### src/rtl/dsq_pkg.sv
package dsq_pkg;

  localparam int WORD_W     = 32;
  localparam int HALF_W     = 16;
  localparam int DESC_BYTES = 16;
  localparam int DESC_WORDS = DESC_BYTES / 4;
  localparam int IDX_W      = $clog2(DESC_WORDS);
  localparam int COND_W     = 4;
  localparam int MASK_LSB   = 16;

  localparam int RUN_BIT    = 15;
  localparam int ACT_BIT    = 10;

  localparam logic [2:0] KEY_STREAM_MAX = 3'd3;
  localparam logic [2:0] KEY_SYSTEM     = 3'd6;

  localparam logic [1:0] SEL_NEVER  = 2'd0;
  localparam logic [1:0] SEL_IFTRUE = 2'd1;
  localparam logic [1:0] SEL_IFFALS = 2'd2;
  localparam logic [1:0] SEL_ALWAYS = 2'd3;

  typedef enum logic [3:0] {
    OP_OUT_MORE = 4'd0,
    OP_OUT_LAST = 4'd1,
    OP_IN_MORE  = 4'd2,
    OP_IN_LAST  = 4'd3,
    OP_STORE_W  = 4'd4,
    OP_LOAD_W   = 4'd5,
    OP_NOP      = 4'd6,
    OP_STOP     = 4'd7
  } op_e;

  typedef enum logic [3:0] {
    S_IDLE, S_FETCH, S_EXEC, S_XFER, S_WB, S_WORD, S_DEPWB, S_FIN, S_HOLD
  } state_e;

  typedef struct packed {
    logic [3:0] op;
    logic       rsv0;
    logic [2:0] key;
    logic [1:0] rsv1;
    logic [1:0] isel;
    logic [1:0] bsel;
    logic [1:0] wsel;
  } cmd_t;

endpackage

### src/rtl/dsq_cond_sel.sv
module dsq_cond_sel (
  input  logic [1:0] sel,
  input  logic       cond,
  output logic       fire
);
  import dsq_pkg::*;

  always_comb begin
    unique case (sel)
      SEL_NEVER:  fire = 1'b0;
      SEL_IFTRUE: fire = cond;
      SEL_IFFALS: fire = ~cond;
      default:    fire = 1'b1;
    endcase
  end

endmodule

### src/rtl/dsq_desc_store.sv
module dsq_desc_store #(
  parameter int KEEP = 3
) (
  input  logic                      clk,
  input  logic                      rst_n,
  input  logic                      cap_en,
  input  logic [dsq_pkg::IDX_W-1:0] cap_idx,
  input  logic [dsq_pkg::WORD_W-1:0] cap_data,
  input  logic                      dep_wr,
  input  logic [dsq_pkg::WORD_W-1:0] dep_data,
  output logic [dsq_pkg::WORD_W-1:0] word_q [KEEP]
);
  import dsq_pkg::*;

  localparam int DEP_IDX = 2;

  for (genvar i = 0; i < KEEP; i++) begin : g_word
    logic            en;
    logic [WORD_W-1:0] nxt;

    if (i == DEP_IDX) begin : g_dep
      assign en  = dep_wr | (cap_en && cap_idx == IDX_W'(i));
      assign nxt = dep_wr ? dep_data : cap_data;
    end else begin : g_plain
      assign en  = cap_en && cap_idx == IDX_W'(i);
      assign nxt = cap_data;
    end

    always_ff @(posedge clk or negedge rst_n) begin
      if (!rst_n)  word_q[i] <= '0;
      else if (en) word_q[i] <= nxt;
    end
  end

endmodule

### src/rtl/dsq_top.sv
module dsq_top #(
  parameter int PTR_STEP = dsq_pkg::DESC_BYTES
) (
  input  logic        clk,
  input  logic        rst_n,
  input  logic [15:0] stat_i,
  input  logic        ptr_load,
  input  logic [31:0] ptr_wr,
  output logic [31:0] cmd_ptr,
  output logic        wake_clr,
  output logic        bt_set,
  output logic        dead_set,
  output logic        active_clr,
  output logic        irq,
  output logic        mem_req,
  output logic        mem_we,
  output logic [31:0] mem_addr,
  output logic [3:0]  mem_be,
  output logic [31:0] mem_wdata,
  input  logic        mem_ack,
  input  logic [31:0] mem_rdata,
  output logic        xfer_start,
  output logic        xfer_in,
  output logic        xfer_last,
  output logic [31:0] xfer_addr,
  output logic [15:0] xfer_len,
  input  logic        xfer_done,
  input  logic [15:0] xfer_resid
);
  import dsq_pkg::*;

  localparam int KEEP = 3;
  localparam int NSEL = 3;
  localparam logic [IDX_W-1:0] LAST_IDX = IDX_W'(DESC_WORDS - 1);

  state_e            state_q, state_d;
  logic [IDX_W-1:0]  idx_q, idx_d;
  logic [31:0]       ptr_q, ptr_d;
  logic [15:0]       resid_q, resid_d;
  logic [15:0]       snap_q, snap_d;
  logic              seq_q, seq_d;

  logic [WORD_W-1:0] dw [KEEP];
  logic              cap_en, dep_wr;
  logic [31:0]       dep_new;
  cmd_t              cmd;
  logic [31:0]       daddr, dep;
  logic [15:0]       req_cnt;

  assign req_cnt = dw[0][15:0];
  assign cmd     = cmd_t'(dw[0][31:16]);
  assign daddr   = dw[1];
  assign dep     = dw[2];

  dsq_desc_store #(.KEEP(KEEP)) u_store (
    .clk      (clk),
    .rst_n    (rst_n),
    .cap_en   (cap_en),
    .cap_idx  (idx_q),
    .cap_data (mem_rdata),
    .dep_wr   (dep_wr),
    .dep_data (dep_new),
    .word_q   (dw)
  );

  // condition bit and the three selectors (interrupt, branch, wait)
  logic [COND_W-1:0] c_mask, c_val;
  logic              cond;
  logic [1:0]        sel [NSEL];
  logic [NSEL-1:0]   fire;

  assign c_mask = dep[MASK_LSB +: COND_W];
  assign c_val  = dep[COND_W-1:0];
  assign cond   = (stat_i[COND_W-1:0] & c_mask) == (c_val & c_mask);
  assign sel[0] = cmd.isel;
  assign sel[1] = cmd.bsel;
  assign sel[2] = cmd.wsel;

  for (genvar s = 0; s < NSEL; s++) begin : g_sel
    dsq_cond_sel u_sel (.sel(sel[s]), .cond(cond), .fire(fire[s]));
  end

  logic go, is_xfer_op, xfer_bad, is_store, word_ok;
  assign go         = stat_i[RUN_BIT] & stat_i[ACT_BIT];
  assign is_xfer_op = (cmd.op[3:2] == 2'b00);
  assign xfer_bad   = (daddr == '0) || (cmd.key > KEY_STREAM_MAX);
  assign is_store   = (cmd.op == OP_STORE_W);
  assign word_ok    = (cmd.key == KEY_SYSTEM);

  // word command lane selection
  logic [1:0]  eff_off;
  logic [3:0]  word_be;
  logic [31:0] rd_shift;
  always_comb begin
    if (req_cnt == 16'd1) begin
      eff_off = daddr[1:0];
      word_be = 4'b0001 << daddr[1:0];
    end else if (req_cnt == 16'd2) begin
      eff_off = {daddr[1], 1'b0};
      word_be = 4'b0011 << {daddr[1], 1'b0};
    end else begin
      eff_off = 2'd0;
      word_be = 4'b1111;
    end
    rd_shift = mem_rdata >> {eff_off, 3'b000};
    if (req_cnt == 16'd1)      dep_new = {dep[31:8], rd_shift[7:0]};
    else if (req_cnt == 16'd2) dep_new = {dep[31:16], rd_shift[15:0]};
    else                       dep_new = rd_shift;
  end

  assign xfer_addr = daddr;
  assign xfer_len  = req_cnt;
  assign xfer_in   = cmd.op[1];
  assign xfer_last = cmd.op[0];
  assign cmd_ptr   = ptr_q;

  always_comb begin
    state_d    = state_q;
    idx_d      = idx_q;
    ptr_d      = ptr_q;
    resid_d    = resid_q;
    snap_d     = snap_q;
    seq_d      = seq_q;
    cap_en     = 1'b0;
    dep_wr     = 1'b0;
    wake_clr   = 1'b0;
    bt_set     = 1'b0;
    dead_set   = 1'b0;
    active_clr = 1'b0;
    irq        = 1'b0;
    mem_req    = 1'b0;
    mem_we     = 1'b0;
    mem_addr   = ptr_q;
    mem_be     = 4'b1111;
    mem_wdata  = '0;
    xfer_start = 1'b0;
    unique case (state_q)
      S_IDLE: begin
        if (go) begin
          wake_clr = 1'b1;
          idx_d    = '0;
          state_d  = S_FETCH;
        end else if (ptr_load) begin
          ptr_d = ptr_wr;
        end
      end
      S_FETCH: begin
        mem_req  = 1'b1;
        mem_addr = ptr_q + {28'd0, idx_q, 2'b00};
        if (mem_ack) begin
          cap_en = 1'b1;
          if (idx_q == LAST_IDX) state_d = S_EXEC;
          else                   idx_d   = idx_q + 1'b1;
        end
      end
      S_EXEC: begin
        if (is_xfer_op && !xfer_bad) begin
          xfer_start = 1'b1;
          seq_d      = 1'b0;
          state_d    = S_XFER;
        end else if (cmd.op == OP_STORE_W || cmd.op == OP_LOAD_W) begin
          seq_d   = 1'b1;
          state_d = word_ok ? S_WORD : S_FIN;
        end else if (cmd.op == OP_NOP) begin
          seq_d   = 1'b0;
          state_d = S_FIN;
        end else if (cmd.op == OP_STOP) begin
          active_clr = 1'b1;
          state_d    = S_IDLE;
        end else begin
          dead_set   = 1'b1;
          active_clr = 1'b1;
          state_d    = S_IDLE;
        end
      end
      S_XFER: begin
        if (xfer_done) begin
          resid_d = xfer_resid;
          snap_d  = stat_i;
          state_d = S_WB;
        end
      end
      S_WB: begin
        mem_req   = 1'b1;
        mem_we    = 1'b1;
        mem_addr  = ptr_q + 32'd12;
        mem_wdata = {snap_q, resid_q};
        if (mem_ack) state_d = S_FIN;
      end
      S_WORD: begin
        mem_req   = 1'b1;
        mem_we    = is_store;
        mem_addr  = {daddr[31:2], 2'b00};
        mem_be    = word_be;
        mem_wdata = dep << {eff_off, 3'b000};
        if (mem_ack) begin
          dep_wr  = ~is_store;
          state_d = is_store ? S_FIN : S_DEPWB;
        end
      end
      S_DEPWB: begin
        mem_req   = 1'b1;
        mem_we    = 1'b1;
        mem_addr  = ptr_q + 32'd8;
        mem_wdata = dep;
        if (mem_ack) state_d = S_FIN;
      end
      S_FIN, S_HOLD: begin
        irq = (state_q == S_FIN) & fire[0];
        if (state_q == S_HOLD && !go) begin
          state_d = S_IDLE;
        end else if (fire[2]) begin
          state_d = S_HOLD;
        end else begin
          state_d = S_IDLE;
          if (!seq_q && fire[1]) begin
            ptr_d  = dep;
            bt_set = 1'b1;
          end else begin
            ptr_d = ptr_q + 32'(PTR_STEP);
          end
        end
      end
      default: state_d = S_IDLE;
    endcase
  end

  always_ff @(posedge clk or negedge rst_n) begin
    if (!rst_n) begin
      state_q <= S_IDLE;
      idx_q   <= '0;
      ptr_q   <= '0;
      resid_q <= '0;
      snap_q  <= '0;
      seq_q   <= 1'b0;
    end else begin
      state_q <= state_d;
      idx_q   <= idx_d;
      ptr_q   <= ptr_d;
      resid_q <= resid_d;
      snap_q  <= snap_d;
      seq_q   <= seq_d;
    end
  end

  logic unused_bits;
  assign unused_bits = ^{cmd.rsv0, cmd.rsv1, stat_i[14:11], stat_i[9:4],
                         dep[31:20], dep[15:4]};

  // an open memory request keeps its address until acknowledged
  a_r1_req_held: assert property (@(posedge clk) disable iff (!rst_n)
    mem_req && !mem_ack |=> mem_req && $stable(mem_addr) && $stable(mem_we));

  // a wake clear is followed by the fetch of word 0 at the pointer
  a_r1_fetch_start: assert property (@(posedge clk) disable iff (!rst_n)
    wake_clr |=> mem_req && !mem_we && mem_addr == cmd_ptr);

  // transfer start is a single-cycle pulse
  a_r3_start_pulse: assert property (@(posedge clk) disable iff (!rst_n)
    xfer_start |=> !xfer_start);

  // a kill leaves the pointer and issues no memory request
  a_r4_kill_stays: assert property (@(posedge clk) disable iff (!rst_n)
    dead_set |=> cmd_ptr == $past(cmd_ptr) && !mem_req);

  // interrupt is a single-cycle pulse
  a_r7_irq_pulse: assert property (@(posedge clk) disable iff (!rst_n)
    irq |=> !irq);

  // a taken branch loads the dependent word
  a_r9_branch_target: assert property (@(posedge clk) disable iff (!rst_n)
    bt_set |=> cmd_ptr == $past(dep));

  // deactivation leaves the pointer where it was
  a_r10_stop_holds: assert property (@(posedge clk) disable iff (!rst_n)
    active_clr |=> $stable(cmd_ptr));

endmodule

### config.mk
export PLATFORM = sky130hd
export DESIGN_NAME = dsq_top
export DESIGN_NICKNAME = d
export VERILOG_FILES = /design/src/rtl/dsq_pkg.sv /design/src/rtl/dsq_cond_sel.sv /design/src/rtl/dsq_desc_store.sv /design/src/rtl/dsq_top.sv
export SDC_FILE = /design/constraint.sdc
export NUM_CORES = 1
export LEC_CHECK = 0
export ABC_AREA = 0
export BUFFER_PORTS_ARGS = -buffer_cell sky130_fd_sc_hd__buf_4
export CORE_MARGIN = 3
export CORE_UTILIZATION = 30
export CTS_CLUSTER_SIZE = 40
export DETAILED_ROUTE_END_ITERATION = 16
export GPL_ROUTABILITY_DRIVEN = 0
export PLACE_DENSITY = 0.59
export SYNTH_ARGS = -nofsm -noshare
export SYNTH_HDL_FRONTEND = slang
export SYNTH_SLANG_ARGS = --single-unit
### constraint.sdc
create_clock -name clk -period 11.6 [get_ports clk]
set_input_delay 1.16 -clock clk [delete_from_list [all_inputs] [get_ports clk]]
set_output_delay 1.16 -clock clk [all_outputs]
set_load 0.05 [all_outputs]
==> results of run 1 <==
-- synth_stat cells, drive strengths merged (3+ instances only) --
cell type,number
nand4,20
a211o,3
o21a,8
nor2,60
xnor2,20
mux2i,47
or3,4
dfrtp,164
nand2b,9
buf,75
xor2,18
a2bb2oi,12
nor4,24
o31ai,4
a22oi,22
o221ai,17
clkbuf,64
or2,5
a221oi,3
nand3,39
and2,5
and4,5
a21o,3
o32a,4
nor4b,3
a222oi,9
o22ai,19
ha,8
nor3,22
nor4bb,3
mux2,112
inv,25
nand2,106
a211oi,5
a22o,19
o211ai,21
o21ai,54
nor2b,7
a21oi,49
a31oi,8
a221o,20
o311ai,8
and3,11
-- state kept, by name, indices dropped and copies added (netlist names) --
register,count
resid_q,16
idx_q,2
state_q,4
snap_q,16
u_store.word_q,93
seq_q,1
cmd_ptr,32
-- worst paths after layout --
path / endpoint / slack, ns / cells past startpoint
hold / removal: snap_q[1] / 0.51 / 1
min in group asynchronous: cmd_ptr[28] / 0.80 / 1
setup / recovery: mem_addr[20] / 6.28 / 11
max in group asynchronous: u_store.word_q[65] / 9.25 / 2
setup reg to reg: u_store.word_q[16] / 8.11 / 6
hold reg to reg: snap_q[1] / 0.51 / 1
-- placed cells by master (no fill, tap or decap), types with 25 or more instances in the layout --
| master | netlist | routed |
|---|---|---|
| a21oi_1 | 48 | 48 |
| nor2_1 | 60 | 59 |
| o21ai_0 | 52 | 52 |
| dfrtp_1 | 164 | 164 |
| mux2_2 | 112 | 112 |
| nand2_1 | 106 | 106 |
| mux2i_1 | 47 | 47 |
| nand3_1 | 38 | 38 |
| buf_4 | 48 | 272 |
| inv_1 | 25 | 25 |
-- worst max-delay path: stages (launching register included) --
cell and delay [ns]:
dfrtp_1 0.59, nor4b_2 0.34, buf_4 0.41, or2_2 0.19
ha_1 0.17, inv_1 0.06, fa_1 0.60, nor4bb_1 0.58
nand3_1 0.16, mux2i_1 0.15, o211ai_1 0.19, buf_4 0.24
-- through the flow --
stage / std cells / setup slack [ns] / instance area [um2] / hold slack, ns / utilization
6_report: 1786 / 6.28 / 13400 / 0.512 / 0.377
3_5_place_dp: 1754 / 6.84 / 12800 / 0.492 / 0.359
3_3_place_gp: 1754 / 6.95 / 12800 / 0.486 / 0.359
4_1_cts: 1786 / 6.34 / 13400 / 0.510 / 0.377
5_1_grt: 1786 / 5.95 / 13400 / 0.520 / 0.377
2_1_floorplan: 1159 / 5.57 / 10900 / 0.478 / -
-- cell type report --
type                       count  area share
clock buffer                  17      0.0317
inverter                      25     0.00699
multi-input combinational    831       0.445
clock inverter                15      0.0146
sequential                   164       0.306
tap                          461      0.0430
timing repair buffer         273       0.153
-- cell families after synthesis --
| family | count (synthesis) | share of synthesized area |
|---|---|---|
| AND/OR/NAND/NOR | 333 | 0.154 |
| AO/OA/AOI/OAI | 292 | 0.191 |
| buffers and inverters | 164 | 0.0766 |
| XOR/XNOR | 38 | 0.0306 |
| multiplexers | 159 | 0.159 |
| flip-flops | 164 | 0.378 |
| adder cells (fa/ha/maj) | 9 | 0.0111 |
-- layer usage --
layer / wire (um) / global-route usage / vias up
met4: 1330 / 0.0647 / 0
li1: - / - / 4607
met5: 0 / 0 / -
met2: 22000 / 0.384 / 598
met3: 4670 / 0.0623 / 82
met1: 19600 / 0.317 / 5253
==> metrics, run 1 <==
status=complete, no violations; Longest Clk Path Bufs=2; Post-CTS Setup Bufs=0; RSZ-0062 raised after global routing=no; Antenna Violating Nets Remaining=0; CP Launch Type=register; row count=69; setup tns final=0 ns; DR DRC count=0; Buffers on Ports=258; Filler cells=3596; Slew headroom=0.317; Yosys reg bits=164; vias=10500; I/O pin count=259; first-pass GRT wire length=68200 um; Hold WC Path Type=reg2reg; Initial DRT Pass Iterations=6; Max Freq=188 MHz; Min-Delay Startpoint=snap_q[1]; Post-synth EDFFs=0; final worst-path cycle share=0.459; largest cells by area after synthesis=dfrtp_1 38%, mux2_2 12%, mux2i_1 4.3%, nand2_1 3.7%, buf_4 3.3%; drt via density=5.90; die width=196 um; Post-Syn Area=10900 um2; sequential cell area=4100 um2; fraction of layout cells with a size suffix above 1=0.328; CTS resizes=0; routed wire length=47600 um; post-synth top area share=0.378; CP startpoint=state_q[1]; Die ar.=38500 um2; Multi-input gate area=5980 um2; WL per Instance=26.6 um; final hold vios=0; CP arrival=4.16 ns; n_diodes=0; gr ovfl total=0; Netlist cell types=64; fin crit period=5.32 ns; clock sink count=164; Slew @ Worst Pin=1.02 ns; H-tree levels=4; initial antenna violation count=0; largest net degree at the start of global routing=98; Total GRT Usage=0.238; NumNets Final=1422; cell accounting for the most synthesized area=dfrtp_1; Syn Nets=1269; CORE AREA=35700 um2; sequential fraction of the synthesis area=0.378; final slew viol count=0; Final setup viols=0; Area Growth Syn to Fin=23.5%; vias in the first global route=10200; Synth warnings=0; Setup CP Type=reg2out; Max-Cap Viols=0; hold buffer count at CTS=0; CP Data Required Time=10.44 ns; Synth Instances=1159; DRT iter0 DRCs=1194; Num CTS Buffers=17; TritonCTS clock tree=yes; Reg clk slew, reported paths=0.08 ns; Clk Latency, worst-skew pair=0.45 ns; most used flip-flop cell after synthesis=dfrtp_1; R2R Path Start=state_q[2]; Initial Utilization=0.305; die height=196 um; clock skew=0.0135 ns; root buf cell=clkbuf_16; Worst Path Max Fanout=34; async set or reset register ratio after synthesis=1.00; Worst Setup End Kind=output port; Avg Cell Area, Syn=9.38 um2; Post-DP HPWL=35500 um
Power of run 1 is not shown: default switching activity piles up to over one toggle a cycle in this logic, so the estimate is an artifact.
==> run 2: changes to the inputs <==
- ABC_AREA: 0 -> 1
- PLACE_DENSITY: 0.59 -> 0.6
- clock period: 11.6 -> 4.63 ns (I/O delays scaled with it)
==> metrics, run 2 <==
Slew headroom=0.238 (-0.0784); fraction of layout cells with a size suffix above 1=0.193 (-0.135); vias in the first global route=12300 (+21%); Post-DP HPWL=40300 um (+13%); Synth Instances=1811 (+56%); Num CTS Buffers=17 (unchanged); CP Data Required Time=4.17 ns (-6.27 ns); post-route core utilization=0.370 (-0.00639); Buffers on Ports=258 (unchanged); hold buffer count at CTS=0 (unchanged); routed wire length=52200 um (+9.7%); clock sink count=164 (unchanged); row count=72 (+4.3%); Final setup viols=0 (unchanged); Clk Latency, worst-skew pair=0.44 ns (about the same); CORE AREA=38900 um2 (+9.1%); Hold WC Path Type=in2async; DR DRC count=0 (unchanged); R2R Path Start=state_q[0]; Antenna Violating Nets Remaining=0 (unchanged); Max Freq=252 MHz; final slew viol count=0 (unchanged); status=complete, no violations; TritonCTS clock tree=yes; Post-CTS Setup Bufs=0 (unchanged); die width=205 um (+4.6%); Reg clk slew, reported paths=0.07 ns (about the same); DP Cell Count=2465 (+41%); VDD IR-drop max=0.447 mV; largest net degree at the start of global routing=90 (-8.2%); Initial Utilization=0.306 (+0.00146); Avg Cell Area, Syn=6.58 um2 (-30%); n_diodes=0 (unchanged); pwr dens=874 nW/um2; first-pass GRT wire length=76400 um (+12%); Reg with most FFs=u_store.word_q; initial antenna violation count=0 (unchanged); Post-Syn Area=11900 um2 (+9.7%); Initial DRT Pass Iterations=6 (unchanged); final cell count without fillers=2497 (+40%); Slew @ Worst Pin=1.14 ns (+0.123 ns); Worst Path Max Fanout=28 (-18%); vias=13300 (+26%); sequential fraction of the synthesis area=0.344 (-0.0333); Pwr Total=12.6 mW; CTS resizes=0 (unchanged); NumNets Final=2076 (+46%); Synth warnings=0 (unchanged); Reg2Reg Depth=12 (+6); I/O pin count=259 (unchanged); Area Growth Syn to Fin=20.9%; Design Area, Final=14400 um2 (+7.3%); largest cells by area after synthesis=dfrtp_1 34%, nand2_1 18%, nand3_1 8.0%, o21ai_0 6.6%, nor2_1 5.9%; DRT iter0 DRCs=1506 (+26%); Die ar.=42200 um2 (+9.4%); cell accounting for the most synthesized area=dfrtp_1; setup tns final=0 ns (unchanged); Post-synth EDFFs=0 (unchanged); Worst Setup End Kind=output port; post-synth top area share=0.344 (-0.0333); commonest non-fill, non-tap cell in the layout=nand2_1; final hold vios=0 (unchanged); Yosys reg bits=164 (unchanged); Max-Cap Viols=0 (unchanged); H-tree levels=4 (unchanged); Area after DPL=13800 um2 (+8.0%); Lkg Pwr=7.10 nW; drt via density=5.31 (-10%); die height=205 um (+4.6%); Total GRT Usage=0.242 (+0.00422); Setup CP Type=reg2out; most frequent cells in the layout=573 x nand2_1, 271 x buf_4, 190 x nand3_1; WL per Instance=20.9 um (-22%); CP arrival=3.51 ns (-0.65 ns); gr ovfl total=0 (unchanged); RSZ-0062 raised after global routing=no; Largest register FFs=93 (unchanged); Synth top cells by count=575 x nand2_1, 190 x nand3_1, 187 x nor2_1; clock skew=0.0134 ns (-0.000149 ns); reg2reg end=u_store.word_q[20]; most used flip-flop cell after synthesis=dfrtp_1; fin crit period=3.97 ns; final worst-path cycle share=0.857; Reg2Reg Setup Slack=1.42 ns (-6.69 ns); Netlist cell types=39 (-39%); root buf cell=clkbuf_16; Filler cells=4186 (+16%); CP Launch Type=register; Syn Nets=1921 (+51%); most common cell in the synthesized netlist=nand2_1; async set or reset register ratio after synthesis=1.00 (unchanged); Longest Clk Path Bufs=2 (unchanged)
==> run 2: cell count changes after synthesis, moves of 24 or more <==
cell / previous run / this run
inv_1: 25 / 149
mux2_2: 112 / 30
mux2i_1: 47 / 0
nand2_1: 106 / 575
nand3_1: 38 / 190
nor2_1: 60 / 187
nor4_1: 24 / 0
o21ai_0: 52 / 158
==> run 2: cells by family after synthesis <==
group,synth area share
and+or+nand+nor,0.365
buffers and inverters,0.117
AOI/OAI and AO/OA,0.123
DFF,0.344
muxes,0.0283
xor gates and xnor gates,0.0125
adders and majority gates,0.0101
==> run 2: final cells by class <==
cell class	instances	area [um2]	area share
multi-input cells	1349	6420	0.446
well taps	518	648	0.0450
repair buffers	272	2050	0.142
clock inverters	14	134	0.00929
inverters	162	612	0.0425
flip-flops and latches	164	4100	0.285
clock buffers	18	439	0.0305
==> run 2: how the worst max path moves through the flow <==
stage,start,to,slack (ns),cells after the start
after global placement,u_store.word_q[77],mem_wdata[21],1.36,10
after CTS,u_store.word_q[79],mem_wdata[21],0.79,10
final,u_store.word_q[79],mem_wdata[21],0.66,10
after floorplan,state_q[3],mem_addr[8],1.27,10
after global routing,state_q[3],mem_addr[22],0.50,15
after detailed placement,u_store.word_q[79],mem_wdata[21],1.27,10
==> run 2: through the flow <==
stage | setup WS (ns) | hold slack [ns]
3_3_place_gp | 1.36 | 0.464
6_report | 0.662 | 0.0534
4_1_cts | 0.791 | 0.115
2_1_floorplan | 1.27 | 0.167
5_1_grt | 0.503 | 0.127
3_5_place_dp | 1.27 | 0.472
==> run 2: worst max-delay path, stage by stage (launching register included) <==
cell and delay [ns]:
dfrtp_1 0.41, nor2_1 0.12, nand2_1 0.06, nor2_1 0.56, nand2_1 0.14, nor2_1 0.20
nand2_2 0.36, nor2_2 0.70, a31oi_1 0.16, nand2_1 0.13, buf_4 0.20
==> run 2: per-layer routing <==
layer | up-vias | wire length, um | track usage
li1 | 6140 | - | -
met1 | 6232 | 21100 | 0.323
met2 | 771 | 22900 | 0.368
met3 | 114 | 6220 | 0.0775
met4 | 0 | 1980 | 0.0852
met5 | - | 0 | 0
==> run 2: report_power, final <==
part,switching [mW],leakage [nW],internal (mW)
Sequential,1.14,2.05,2.11
Combinational,5.72,4.77,2.18
Clock,0.711,0.278,0.729
Total,7.57,7.10,5.02
No activity file was read; power rests on OpenSTA's default activity.
